## src/rtl/dma_seq_pkg.sv

```systemverilog
package dma_seq_pkg;

   typedef enum logic [1:0] {
      CYC_READ       = 2'b00,
      CYC_READ_PAUSE = 2'b01,
      CYC_WRITE      = 2'b10,
      CYC_WRITE_BYTE = 2'b11
   } cyc_e;

   typedef enum logic [3:0] {
      ST_IDLE,
      ST_BREQ,
      ST_BACK,
      ST_ADDR,
      ST_ASYNC,
      ST_XFER,
      ST_DROP,
      ST_PAUSE,
      ST_DONE
   } seq_state_e;

   function automatic logic cyc_is_write(cyc_e c);
      return c[1];
   endfunction

   function automatic int us_to_cycles(longint clk_hz, int us);
      return int'((clk_hz / 64'd1_000_000) * us);
   endfunction

endpackage

```

## src/rtl/dma_in_sync.sv

```systemverilog
module dma_in_sync #(
   parameter int STAGES = 2
) (
   input  logic clk,
   input  logic rst_n,
   input  logic d,
   output logic q,
   output logic rise
);
   logic prev;

   generate
      if (STAGES == 0) begin : g_direct
         assign q = d;
      end else begin : g_chain
         logic [STAGES-1:0] sh;
         always_ff @(posedge clk or negedge rst_n) begin
            if (!rst_n) begin
               sh <= '0;
            end else begin
               sh[0] <= d;
               for (int i = 1; i < STAGES; i++) sh[i] <= sh[i-1];
            end
         end
         assign q = sh[STAGES-1];
      end
   endgenerate

   always_ff @(posedge clk or negedge rst_n) begin
      if (!rst_n) prev <= 1'b0;
      else        prev <= q;
   end

   assign rise = q & ~prev;
endmodule

```

## src/rtl/dma_watch.sv

```systemverilog
module dma_watch #(
   parameter int LIMIT = 750
) (
   input  logic clk,
   input  logic rst_n,
   input  logic run,
   output logic expired
);
   localparam int CW = $clog2(LIMIT + 1);
   logic [CW-1:0] cnt;

   always_ff @(posedge clk or negedge rst_n) begin
      if (!rst_n)        cnt <= '0;
      else if (!run)     cnt <= '0;
      else if (!expired) cnt <= cnt + 1'b1;
   end

   assign expired = run && (cnt == CW'(LIMIT - 1));
endmodule

```

## src/rtl/dma_xfer_count.sv

```systemverilog
module dma_xfer_count #(
   parameter int AW  = 18,
   parameter int WCW = 16
) (
   input  logic          clk,
   input  logic          rst_n,
   input  logic          load,
   input  logic [WCW-1:0] count_init,
   input  logic [AW-2:0] waddr_init,
   input  logic          step,
   input  logic          wc_en,
   input  logic          ba_en,
   output logic [AW-2:0] waddr,
   output logic          wc_last
);
   logic [WCW-1:0] wc;

   always_ff @(posedge clk or negedge rst_n) begin
      if (!rst_n) begin
         wc    <= '0;
         waddr <= '0;
      end else if (load) begin
         wc    <= count_init;
         waddr <= waddr_init;
      end else if (step) begin
         if (wc_en) wc    <= wc + 1'b1;
         if (ba_en) waddr <= waddr + 1'b1;
      end
   end

   assign wc_last = &wc;
endmodule

```

## src/rtl/dma_cycle_seq.sv

```systemverilog
module dma_cycle_seq
   import dma_seq_pkg::*;
#(
   parameter int     DW          = 16,
   parameter int     AW          = 18,
   parameter int     WCW         = 16,
   parameter longint CLK_HZ      = 50_000_000,
   parameter int     REPLY_US    = 15,
   parameter int     PAUSE_US    = 30,
   parameter int     SYNC_STAGES = 2
) (
   input  logic           clk,
   input  logic           rst_n,
   input  logic           prog_go,
   input  logic [WCW-1:0] prog_count,
   input  logic [AW-2:0]  prog_waddr,
   output logic           dma_ready,
   output logic           err_nex,
   output logic           err_attn,
   input  logic           usr_req,
   input  logic [1:0]     usr_ctl,
   input  logic           usr_single,
   input  logic           usr_a0,
   input  logic           usr_wc_en,
   input  logic           usr_ba_en,
   input  logic           usr_attn,
   input  logic [DW-1:0]  usr_wdata,
   output logic [DW-1:0]  usr_rdata,
   output logic           busy_n,
   output logic           bus_dmr,
   input  logic           bus_dmgi,
   output logic           bus_sack,
   output logic           bus_sync,
   output logic           bus_din,
   output logic           bus_dout,
   output logic           bus_wtbt,
   input  logic           bus_rply,
   output logic [DW-1:0]  bus_ad_out,
   output logic           bus_ad_oe,
   output logic [AW-DW-1:0] bus_ext_out,
   input  logic [DW-1:0]  bus_ad_in
);
   localparam int REPLY_CYC = us_to_cycles(CLK_HZ, REPLY_US);
   localparam int PAUSE_CYC = us_to_cycles(CLK_HZ, PAUSE_US);

   generate
      if (DW < 8 || (DW % 8) != 0) begin : g_bad_dw
         $error("DW must be a whole number of bytes");
      end
      if (AW <= DW) begin : g_bad_aw
         $error("AW must exceed DW");
      end
      if (REPLY_CYC < 4 || PAUSE_CYC < 4) begin : g_bad_clk
         $error("CLK_HZ too low for the timeouts");
      end
   endgenerate

   seq_state_e st;
   cyc_e       cyc_q;
   logic       burst_q, a0_q, wcen_q, baen_q, rmw_wr_q;
   logic [DW-1:0] wdata_q, rdata_q;
   logic       ready_q, nex_q, attn_err_q;

   logic req_s, req_rise, dmgi_s, rply_s, attn_s;
   logic unused_rise_a, unused_rise_b, unused_rise_c;

   dma_in_sync #(.STAGES(SYNC_STAGES)) u_req_sync (
      .clk(clk), .rst_n(rst_n), .d(usr_req), .q(req_s), .rise(req_rise));
   dma_in_sync #(.STAGES(SYNC_STAGES)) u_gnt_sync (
      .clk(clk), .rst_n(rst_n), .d(bus_dmgi), .q(dmgi_s), .rise(unused_rise_a));
   dma_in_sync #(.STAGES(SYNC_STAGES)) u_rply_sync (
      .clk(clk), .rst_n(rst_n), .d(bus_rply), .q(rply_s), .rise(unused_rise_b));
   dma_in_sync #(.STAGES(SYNC_STAGES)) u_attn_sync (
      .clk(clk), .rst_n(rst_n), .d(usr_attn), .q(attn_s), .rise(unused_rise_c));

   logic          cnt_load, cnt_step, wc_last, wc_hit;
   logic [AW-2:0] waddr;

   assign cnt_load = (st == ST_IDLE) && ready_q && prog_go;
   assign cnt_step = (st == ST_DONE);
   assign wc_hit   = wcen_q && wc_last;

   dma_xfer_count #(.AW(AW), .WCW(WCW)) u_count (
      .clk(clk), .rst_n(rst_n), .load(cnt_load), .count_init(prog_count),
      .waddr_init(prog_waddr), .step(cnt_step), .wc_en(wcen_q), .ba_en(baen_q),
      .waddr(waddr), .wc_last(wc_last));

   logic rply_tmo, pause_tmo;

   dma_watch #(.LIMIT(REPLY_CYC)) u_rply_watch (
      .clk(clk), .rst_n(rst_n), .run(st == ST_XFER), .expired(rply_tmo));
   dma_watch #(.LIMIT(PAUSE_CYC)) u_pause_watch (
      .clk(clk), .rst_n(rst_n), .run(st == ST_PAUSE), .expired(pause_tmo));

   logic wr_phase, addr_phase;
   logic [AW-1:0] full_addr;

   assign wr_phase   = cyc_is_write(cyc_q) || rmw_wr_q;
   assign addr_phase = (st == ST_ADDR) || (st == ST_ASYNC);
   assign full_addr  = {waddr, (cyc_q == CYC_WRITE_BYTE) ? a0_q : 1'b0};

   always_ff @(posedge clk or negedge rst_n) begin
      if (!rst_n) begin
         st         <= ST_IDLE;
         cyc_q      <= CYC_READ;
         burst_q    <= 1'b0;
         a0_q       <= 1'b0;
         wcen_q     <= 1'b0;
         baen_q     <= 1'b0;
         rmw_wr_q   <= 1'b0;
         wdata_q    <= '0;
         rdata_q    <= '0;
         ready_q    <= 1'b1;
         nex_q      <= 1'b0;
         attn_err_q <= 1'b0;
      end else begin
         case (st)
            ST_IDLE: begin
               if (ready_q) begin
                  if (prog_go) begin
                     ready_q    <= 1'b0;
                     nex_q      <= 1'b0;
                     attn_err_q <= 1'b0;
                  end
               end else if (attn_s) begin
                  ready_q    <= 1'b1;
                  attn_err_q <= 1'b1;
               end else if (req_rise) begin
                  cyc_q    <= cyc_e'(usr_ctl);
                  burst_q  <= !usr_single;
                  a0_q     <= usr_a0;
                  wcen_q   <= usr_wc_en;
                  baen_q   <= usr_ba_en;
                  wdata_q  <= usr_wdata;
                  rmw_wr_q <= 1'b0;
                  st       <= ST_BREQ;
               end
            end
            ST_BREQ:  if (dmgi_s)  st <= ST_BACK;
            ST_BACK:  if (!dmgi_s) st <= ST_ADDR;
            ST_ADDR:  st <= ST_ASYNC;
            ST_ASYNC: st <= ST_XFER;
            ST_XFER: begin
               if (rply_s) begin
                  if (!wr_phase) rdata_q <= bus_ad_in;
                  st <= ST_DROP;
               end else if (rply_tmo) begin
                  nex_q   <= 1'b1;
                  ready_q <= 1'b1;
                  st      <= ST_IDLE;
               end
            end
            ST_DROP: begin
               if (!rply_s) begin
                  if (cyc_q == CYC_READ_PAUSE && !rmw_wr_q) st <= ST_PAUSE;
                  else                                      st <= ST_DONE;
               end
            end
            ST_PAUSE: begin
               if (req_rise) begin
                  wdata_q  <= usr_wdata;
                  rmw_wr_q <= 1'b1;
                  st       <= ST_XFER;
               end else if (pause_tmo) begin
                  nex_q   <= 1'b1;
                  ready_q <= 1'b1;
                  st      <= ST_IDLE;
               end
            end
            ST_DONE: begin
               rmw_wr_q <= 1'b0;
               if (wc_hit || attn_s) begin
                  ready_q    <= 1'b1;
                  attn_err_q <= attn_s;
                  st         <= ST_IDLE;
               end else if (burst_q) begin
                  wdata_q <= usr_wdata;
                  st      <= ST_ADDR;
               end else begin
                  st <= ST_IDLE;
               end
            end
            default: st <= ST_IDLE;
         endcase
      end
   end

   always_comb begin
      bus_dmr     = (st == ST_BREQ);
      bus_sack    = (st != ST_IDLE) && (st != ST_BREQ);
      bus_sync    = (st == ST_ASYNC) || (st == ST_XFER) ||
                    (st == ST_DROP)  || (st == ST_PAUSE);
      bus_din     = (st == ST_XFER) && !wr_phase;
      bus_dout    = (st == ST_XFER) && wr_phase;
      bus_wtbt    = (addr_phase && cyc_is_write(cyc_q)) ||
                    (bus_dout && (cyc_q == CYC_WRITE_BYTE));
      bus_ad_oe   = addr_phase || bus_dout;
      bus_ad_out  = addr_phase ? full_addr[DW-1:0] : (bus_dout ? wdata_q : '0);
      bus_ext_out = addr_phase ? full_addr[AW-1:DW] : '0;
      busy_n      = (st == ST_IDLE) || (st == ST_PAUSE);
   end

   assign dma_ready = ready_q;
   assign err_nex   = nex_q;
   assign err_attn  = attn_err_q;
   assign usr_rdata = rdata_q;

   logic unused_ok;
   assign unused_ok = &{1'b0, req_s, unused_rise_a, unused_rise_b, unused_rise_c};
endmodule

```

## config.mk

```make
export PLATFORM = sky130hd
export DESIGN_NAME = dma_cycle_seq
export DESIGN_NICKNAME = d
export VERILOG_FILES = /design/src/rtl/dma_seq_pkg.sv /design/src/rtl/dma_in_sync.sv /design/src/rtl/dma_watch.sv /design/src/rtl/dma_xfer_count.sv /design/src/rtl/dma_cycle_seq.sv
export SDC_FILE = /design/constraint.sdc
export NUM_CORES = 1
export LEC_CHECK = 0
export BUFFER_PORTS_ARGS = -buffer_cell sky130_fd_sc_hd__clkbuf_2
export CORE_ASPECT_RATIO = 0.5
export CORE_UTILIZATION = 50
export CTS_CLUSTER_DIAMETER = 80
export DETAILED_ROUTE_END_ITERATION = 10
export PLACE_DENSITY = 0.73
export SKIP_LAST_GASP = 1
export SYNTH_ARGS = -nofsm -noshare
export SYNTH_HDL_FRONTEND = slang
export SYNTH_HIERARCHICAL = 1
export SYNTH_SLANG_ARGS = --single-unit
```

## constraint.sdc

```tcl
create_clock -name clk -period 7.34 [get_ports clk]
set_input_delay 0.367 -clock clk [delete_from_list [all_inputs] [get_ports clk]]
set_output_delay 0.367 -clock clk [all_outputs]
set_load 0.02 [all_outputs]
```

* Yosys cells after proc, flatten, opt, wreduce, memory -nomap -nowiden
Cells that the tools add are included.
** Word-level totals
- Register bits :: 109
- Bits of input ports :: 78
- Output and inout bits :: 45
** Cells by class
- Add/sub/neg operators :: 4
- Eq/ne operators :: 35
- Mux-type cells :: 55
- Bitwise gates (word level) :: 5
- Reduce and logical (&&, ||, !) cells :: 43
** Operators by type and width (number)
- $mux 16 :: 10
- $mux 17 :: 3
- $pmux 16 s3 :: 1
- $mux 4 :: 11
- $pmux 4 s9 :: 1
- $ne 2x2->1 const B :: 16
- $mux 11 :: 2
- $mux 10 :: 2
- $mux 1 :: 18
- $add 17x1->17 const B :: 1
- $add 16x1->16 const B :: 1
- $eq 4x3->1 const B :: 4
- $reduce_and 16->1 :: 1
- $add 11x1->11 const B :: 1
- $eq 11x11->1 const B :: 1
- $logic_and 1x1->1 :: 11
- $add 10x1->10 const B :: 1
- $eq 10x10->1 const B :: 1
- $reduce_and 5->1 :: 2
- $logic_or 1x1->1 :: 9
- $ne 3x3->1 const B :: 3
- $eq 4x2->1 const B :: 2
- $reduce_and 4->1 :: 2
- $reduce_and 8->1 :: 1
- other kinds (22) :: 37

* Longest topological paths before layout
Gate-level depths: netlist (run 1).
- Word-level depth :: 6
- Depth in mapped cells :: 9
- Mapped depth without buffers :: 9

* Modules after synthesis
The synthesis (run 1) kept the hierarchy.
** By module, submodules not included
- dma_cycle_seq :: instances 1, cells each 191, area each 2352.3 sq um, seq. area each 1152.4 sq um
- dma_xfer_count :: instances 1, cells each 209, area each 1853.0 sq um, seq. area each 825.8 sq um
- dma_watch at u_pause_watch :: instances 1, cells each 60, area each 578.1 sq um, seq. area each 275.3 sq um
- dma_watch at u_rply_watch :: instances 1, cells each 58, area each 563.0 sq um, seq. area each 250.2 sq um
- dma_in_sync :: instances 4, cells each 4, area each 88.8 sq um, seq. area each 75.1 sq um

* Worst setup path after synthesis (run 1)
Ideal clock, no wire load.
- Path type :: register to register
- Start point :: reg st[1]
- End point :: reg ready_q, in the netlist dma_ready
- Library setup time :: 0.060 ns
- Data arrival time :: 2.260 ns
- Data required time :: 7.280 ns
- Slack :: 5.020 ns
- Stages on the path, launching flop included :: 10
- Path buffers :: 1
- Period minus slack after synthesis :: 2.320 ns
- Cell sequence :: dfrtp_1 -> buf_2 -> nand2b_1 -> or2_1 -> inv_2 -> and4_2 -> or3b_2 -> a211oi_1 -> a2bb2oi_1 -> o21a_1
** On the way
- Cells in the longest elaborated chain, start to end :: 4
- Elaborated cells on any way between the ends :: 14
- Those cells by class :: eq/ne (8); mux (1); reduce/logical (5)
** Ends and longest elaborated chain
- start: declaration :: RTL line dma_cycle_seq.sv:58 : seq_state_e st;
- start signal: assignment :: RTL line dma_cycle_seq.sv:104 : st <= ST_IDLE;
- start signal: assignment :: RTL line dma_cycle_seq.sv:136 : st <= ST_BREQ;
- start signal: assignment :: RTL line dma_cycle_seq.sv:139 : ST_BREQ: if (dmgi_s) st <= ST_BACK;
- $eq 4x3->1 :: RTL line dma_cycle_seq.sv:91 : .clk(clk), .rst_n(rst_n), .run(st == ST_XFER), .expired(rply_tmo));
- $logic_and 1x1->1 :: RTL line dma_watch.sv:18 : assign expired = run && (cnt == CW'(LIMIT - 1));
- net rply_tmo :: RTL line dma_cycle_seq.sv:88 : logic rply_tmo, pause_tmo;
- $ne 2x2->1 (no source line)
- $reduce_and 6->1 (no source line)
- end signal: assignment :: RTL line dma_cycle_seq.sv:113 : ready_q <= 1'b1;
- end signal: assignment :: RTL line dma_cycle_seq.sv:121 : ready_q <= 1'b0;
- end signal: assignment :: RTL line dma_cycle_seq.sv:126 : ready_q <= 1'b1;
- end: declaration :: RTL line dma_cycle_seq.sv:62 : logic ready_q, nex_q, attn_err_q;
The timed path passes the listed nets, and every way through them passes these cells.
A chain may end at the register's enable or synchronous reset.

* Worst setup path in the final report (run 1)
- Start point :: reg st[2]
- End point :: out bus_ad_out[15]
** On the way
- Cells in the longest elaborated chain, start to end :: 4
- Elaborated cells on any way between the ends :: 7
- Those cells by class :: eq/ne (3); mux (2); reduce/logical (2)
** Ends and longest elaborated chain
- $eq 4x3->1 :: RTL line dma_cycle_seq.sv:194 : bus_dout = (st == ST_XFER) && wr_phase;
- $logic_and 1x1->1 :: RTL line dma_cycle_seq.sv:194
- $mux 16 :: RTL line dma_cycle_seq.sv:198 : bus_ad_out = addr_phase ? full_addr[DW-1:0] : (bus_dout ? wdata_q : '0);
- $mux 16 * :: RTL line dma_cycle_seq.sv:198
- end: declaration :: RTL line dma_cycle_seq.sv:38 : output logic [DW-1:0] bus_ad_out,
Mark *: on every way between the ends. The rest lies on a longest branch, timed or not.

==> results of run 1 <==
-- worst register-to-register path, cell delays in order, from the launching register on --
cell and delay, ns:
dfrtp_1 0.46, ha_1 0.21, inv_1 0.08, nor4_1 0.78, and2_1 0.26, nor3b_1 0.06
o211ai_1 0.17, o311ai_1 0.23, a221o_1 0.35
-- path summary, 6_finish.rpt --
kind / from / to / slack, ns / cells past startpoint
setup / recovery: st[2] / bus_ad_out[15] / 4.27 / 4
hold reg to reg: u_req_sync/g_chain.sh[0] / u_req_sync/g_chain.sh[1] / 0.34 / 0
setup reg to reg: u_pause_watch/cnt[1] / st[1] / 4.62 / 8
min in group clk: bus_dmgi / u_gnt_sync/g_chain.sh[0] / 0.13 / 1
hold / removal: rst_n / usr_rdata[0] / 0.11 / 1
max in group asynchronous: rst_n / u_rply_watch/cnt[8] / 6.15 / 2
-- report_power, final --
part / switching [mW] / internal (mW)
Sequential: 0.239 / 0.820
Clock: 0.225 / 0.303
Combinational: 0.507 / 0.417
-- cells in the final DEF, fill, tap and decap left out, types with 4 or more instances in the layout --
master	count
clkbuf_16	9
a22o_1	17
nand2b_1	7
nand2_1	58
mux2_2	28
dfrtp_1	108
nand3_1	21
or4_1	8
and4_1	4
ha_1	6
or3b_2	4
a21oi_1	17
nor3_1	9
xor2_1	10
xnor2_1	16
a31oi_1	8
nor4_1	10
clkbuf_2	121
o31ai_1	7
nor2_1	16
buf_4	4
mux2i_1	8
inv_1	16
nand4_1	9
o21ai_0	39
or3_1	11
and2_1	4
mux2_4	10
-- registers in the layout, indices dropped and copies added (netlist names), 2 cells and up --
| signal | cells |
|---|---|
| cyc_q | 2 |
| st | 4 |
| u_attn_sync/g_chain.sh | 2 |
| u_count/waddr | 17 |
| u_count/wc | 16 |
| u_gnt_sync/g_chain.sh | 2 |
| u_pause_watch/cnt | 11 |
| u_req_sync/g_chain.sh | 2 |
| u_rply_sync/g_chain.sh | 2 |
| u_rply_watch/cnt | 10 |
| usr_rdata | 16 |
| wdata_q | 16 |
-- through the flow --
step,cells,util
after floorplan,528,-
after global placement,773,0.598
after detailed placement,773,0.598
after CTS,789,0.629
after global routing,789,0.629
final,789,0.629
-- per-layer routing --
metal / part of all wire / vias to the layer above / GRT usage
li1: - / 2169 / -
met4: 0.011 / 0 / 0.0620
met2: 0.45 / 125 / 0.335
met3: 0.057 / 11 / 0.0512
met1: 0.48 / 2084 / 0.323
met5: 0 / - / 0
-- final cells by class --
type,count,area [µm²]
inverter,19,76.3
clock inverter,6,93.8
multi-input combinational,380,2690
sequential,109,2730
clock buffer,10,229
tap,140,175
fill,854,3920
timing repair buffer,125,636
==> impl_metrics.toml, run 1 <==
[sta]
setup_viol = 0
final.min_clock_period_ns = 3.07
final.setup.tns_ns = 0
rsz0062_at_grt = "no"
fmax_mhz = 326
fin_crit_sh = 0.418
fin_ws_ns = 4.27
worst_hold_slack_ns = 0.105
drv_slew = 0
clock_skew_ns = 0.00757
slew_headroom = 0.314
tightest_slew_ns = 1.03
hold_violations = 0

[clocking]
cts_buffers = 9
clk_latency_ns = 0.34
path_clk_slew_ns = 0.07
htreeDepth = 3
cts_max_path_buffers = 2
cts_resized = 0
clock_sink_count = 109
cts_setup_buffers = 0
cts_tree = "done"
root_buffer = "clkbuf_16"
postCtsHoldBufs = 0

[die]
die_area_um2 = 11600
initial_utilization = 0.530
num_rows = 26
die_x_um = 151
dieHeight_um = 76.7
core_um2 = 10500
io_pins = 123

[grt]
antenna_found_initial = 0
first_global_vias = 4077
grt_pass1_wl_mm = 20.3
grt_overflow_total = 0
grt_usage = 0.223
grt_max_degree = 65

[setup_path]
critPathBufInv = 1
cp.required_ns = 6.97
crit_family = "compound AO/OA/AOI/OAI gates"
criticalPathCategory = "reg -> out"
end_kind = "output port"
cp_cell_sequence = "or3b_2 -> a21oi_2 -> a22o_1 -> clkbuf_2"
startpoint_type = "register"
critPathSlowestCell = "a21oi_2"
critPathMaxStageDelay_ns = 0.78
path_max_fanout = 20
cp.arrival_ns = 2.70

[power_and_ir_drop]
p_total_mw = 2.51
power_density_nw_per_um2 = 379
p_leak_nw = 2.86
vdd_drop_max_mv = 0.188

[final_layout]
area_growth_pct = 18.6
antennaDiodeCount = 0
drive_gt1_frac = 0.314
fin_nets = 728
final_cell_area_um2 = 6630

[synthesis]
syn_inst = 528
syn_nets = 612
syn_area_per_cell_um2 = 10.6
syn_area_um2 = 5590
yosysWarnings = 6

[status]
outcome = "complete, no violations"

[placement]
pre_cts_ws_ns = 4.63
place_area_um2 = 6300
hpwl_mm = 8.76
gp_congestion = 0.872
portBuffers = 122

[route]
via_per_inst = 5.56
first_iter_violations = 306
drt-total-wl_mm = 12.2
ant_nets = 0
drc = 0
num_vias = 4389
wire_per_inst_um = 15.5
dr.pass1.iters = 5

[hold_path]
hold_class = "in -> async"

[flow_run]
cap_violations = 0
(Power assumes the default switching activity.)
==> run 2, diff against run 1 <==
==> constraint.sdc (replaced) <==
create_clock -name clk -period 3.2 [get_ports clk]
set_input_delay 0.16 -clock clk [delete_from_list [all_inputs] [get_ports clk]]
set_output_delay 0.16 -clock clk [all_outputs]
set_load 0.02 [all_outputs]
==> run 2 against run 1 <==
Global-route usage is 0.88 points higher; power is 130% higher; register-to-register slack worse by 4.1 ns; largest power group unchanged; utilization is 1.1 points higher; largest cell class unchanged.
==> impl_metrics.toml, run 2 (synthesis gave the netlist of run 1 again) <==
[status]
outcome = "complete, no violations"

[die]
core_um2 = 10500
num_rows = 26
initial_utilization = 0.530
die_x_um = 151
die_area_um2 = 11600
io_pins = 123
dieHeight_um = 76.7

[final_layout]
most-common-layout-cells = "121 x clkbuf_2, 108 x dfrtp_1, 58 x nand2_1"
layout_commonest_cell = "clkbuf_2"
fin_nets = 739
antennaDiodeCount = 0
largest_reg_flops = 17
area_growth_pct = 20.8
fin_cells = 800
drive_gt1_frac = 0.318
largest_register = "u_count/waddr"

[setup_path]
crit_family = "simple AND/OR/NAND/NOR gates"
cp_cell_sequence = "nand2b_1 -> or2_1 -> inv_2 -> and4_2 -> or3b_2 -> a211oi_1 -> a2bb2oi_1 -> o21a_1"
cp.required_ns = 3.49
critPathSlowestCell = "dfrtp_1"
critPathMaxStageDelay_ns = 0.58
startpoint_type = "register"
path_max_fanout = 20
end_kind = "register"
criticalPathCategory = "reg -> reg"
cp.arrival_ns = 3.00
critPathBufInv = 1

[grt]
grt_max_degree = 63
grt_pass1_wl_mm = 21.1
grt_overflow_total = 0
first_global_vias = 4383
antenna_found_initial = 0
grt_usage = 0.232

[placement]
gp_congestion = 0.843
hpwl_mm = 9.15
pre_cts_ws_ns = 0.539
portBuffers = 122
dp_cells = 778

[sta]
hold_violations = 0
clock_skew_ns = 0.00976
drv_slew = 0
final.setup.tns_ns = 0
fin_crit_sh = 0.847
slew_headroom = 0.468
rsz0062_at_grt = "no"
worst_hold_slack_ns = 0.0144
fmax_mhz = 369
final.min_clock_period_ns = 2.71
fin_ws_ns = 0.490
setup_viol = 0
tightest_slew_ns = 0.798

[route]
via_per_inst = 5.70
num_vias = 4557
wire_per_inst_um = 15.9
wl_met3_um = 648
m1WireLength_mm = 6.15
drc = 0
highest_layer = "met4"
wl_met2_mm = 5.84
drt-total-wl_mm = 12.7
dr.pass1.iters = 5
first_iter_violations = 222
ant_nets = 0

[clocking]
htreeDepth = 3
root_buffer = "clkbuf_16"
cts_tree = "done"
cts_max_path_buffers = 2
clk_latency_ns = 0.35
cts_resized = 0
cts_buffers = 9
path_clk_slew_ns = 0.07
clock_sink_count = 109

[power_and_ir_drop]
power_density_nw_per_um2 = 863
p_leak_nw = 2.92
vdd_drop_max_mv = 0.479

[flow_run]
cap_violations = 0

[hold_path]
hold_class = "in -> reg"
[run 2: final cells by class]
cell class              instances  area [µm²]
repair buffers                136         746
multi-input cells             380        2690
flip-flops and latches        109        2730
inverters                      19        76.3
clock inverters                 6        93.8
well taps                     140         175
clock buffers                  10         239
fillers                       858        3790
[run 2: power breakdown]
group	internal [mW]	switching (mW)	leakage, nW
registers	1.88	0.544	1.34
clock network	0.714	0.502	0.165
logic	0.986	1.19	1.42
total	3.58	2.24	2.92
[run 2: metal layers]
metal,global-route usage,vias up
met5,0,-
met4,0.0620,0
met3,0.0506,7
met2,0.363,141
met1,0.325,2225
li1,-,2184
[run 2: timing repair]
item,4_1_cts,5_1_grt
hold buffers,6,0
hold endpoints to repair,65,0
buffers inserted,0,0
[run 2: stage by stage]
step           utilization  cell area, µm²  power [mW]
3_3_place_gp         0.603            6350        4.55
4_1_cts              0.640            6750        5.87
2_1_floorplan            -            5590        3.90
6_report             0.640            6750        5.82
5_1_grt              0.640            6750        6.20
3_5_place_dp         0.603            6350        4.61
[run 2: worst paths after layout]
kind                                             end  cells after the start                      start  slack [ns]
setup / recovery                           dma_ready                      8                      st[1]        0.49
hold / removal                         u_count/wc[8]                      3              prog_count[8]        0.01
setup reg to reg                           dma_ready                      8                      st[1]        0.49
hold reg to reg            u_attn_sync/g_chain.sh[1]                      0  u_attn_sync/g_chain.sh[0]        0.35
max in group asynchronous                wdata_q[12]                      3                      rst_n        2.03
min in group asynchronous               usr_rdata[0]                      2                      rst_n        0.43
[run 2: worst min-delay path, delay by kind of cell]
kind                   cells  cell delay [ns]
buffers and inverters      1             0.07
AO/OA/AOI/OAI              1             0.05
AND/OR/NAND/NOR            1             0.04
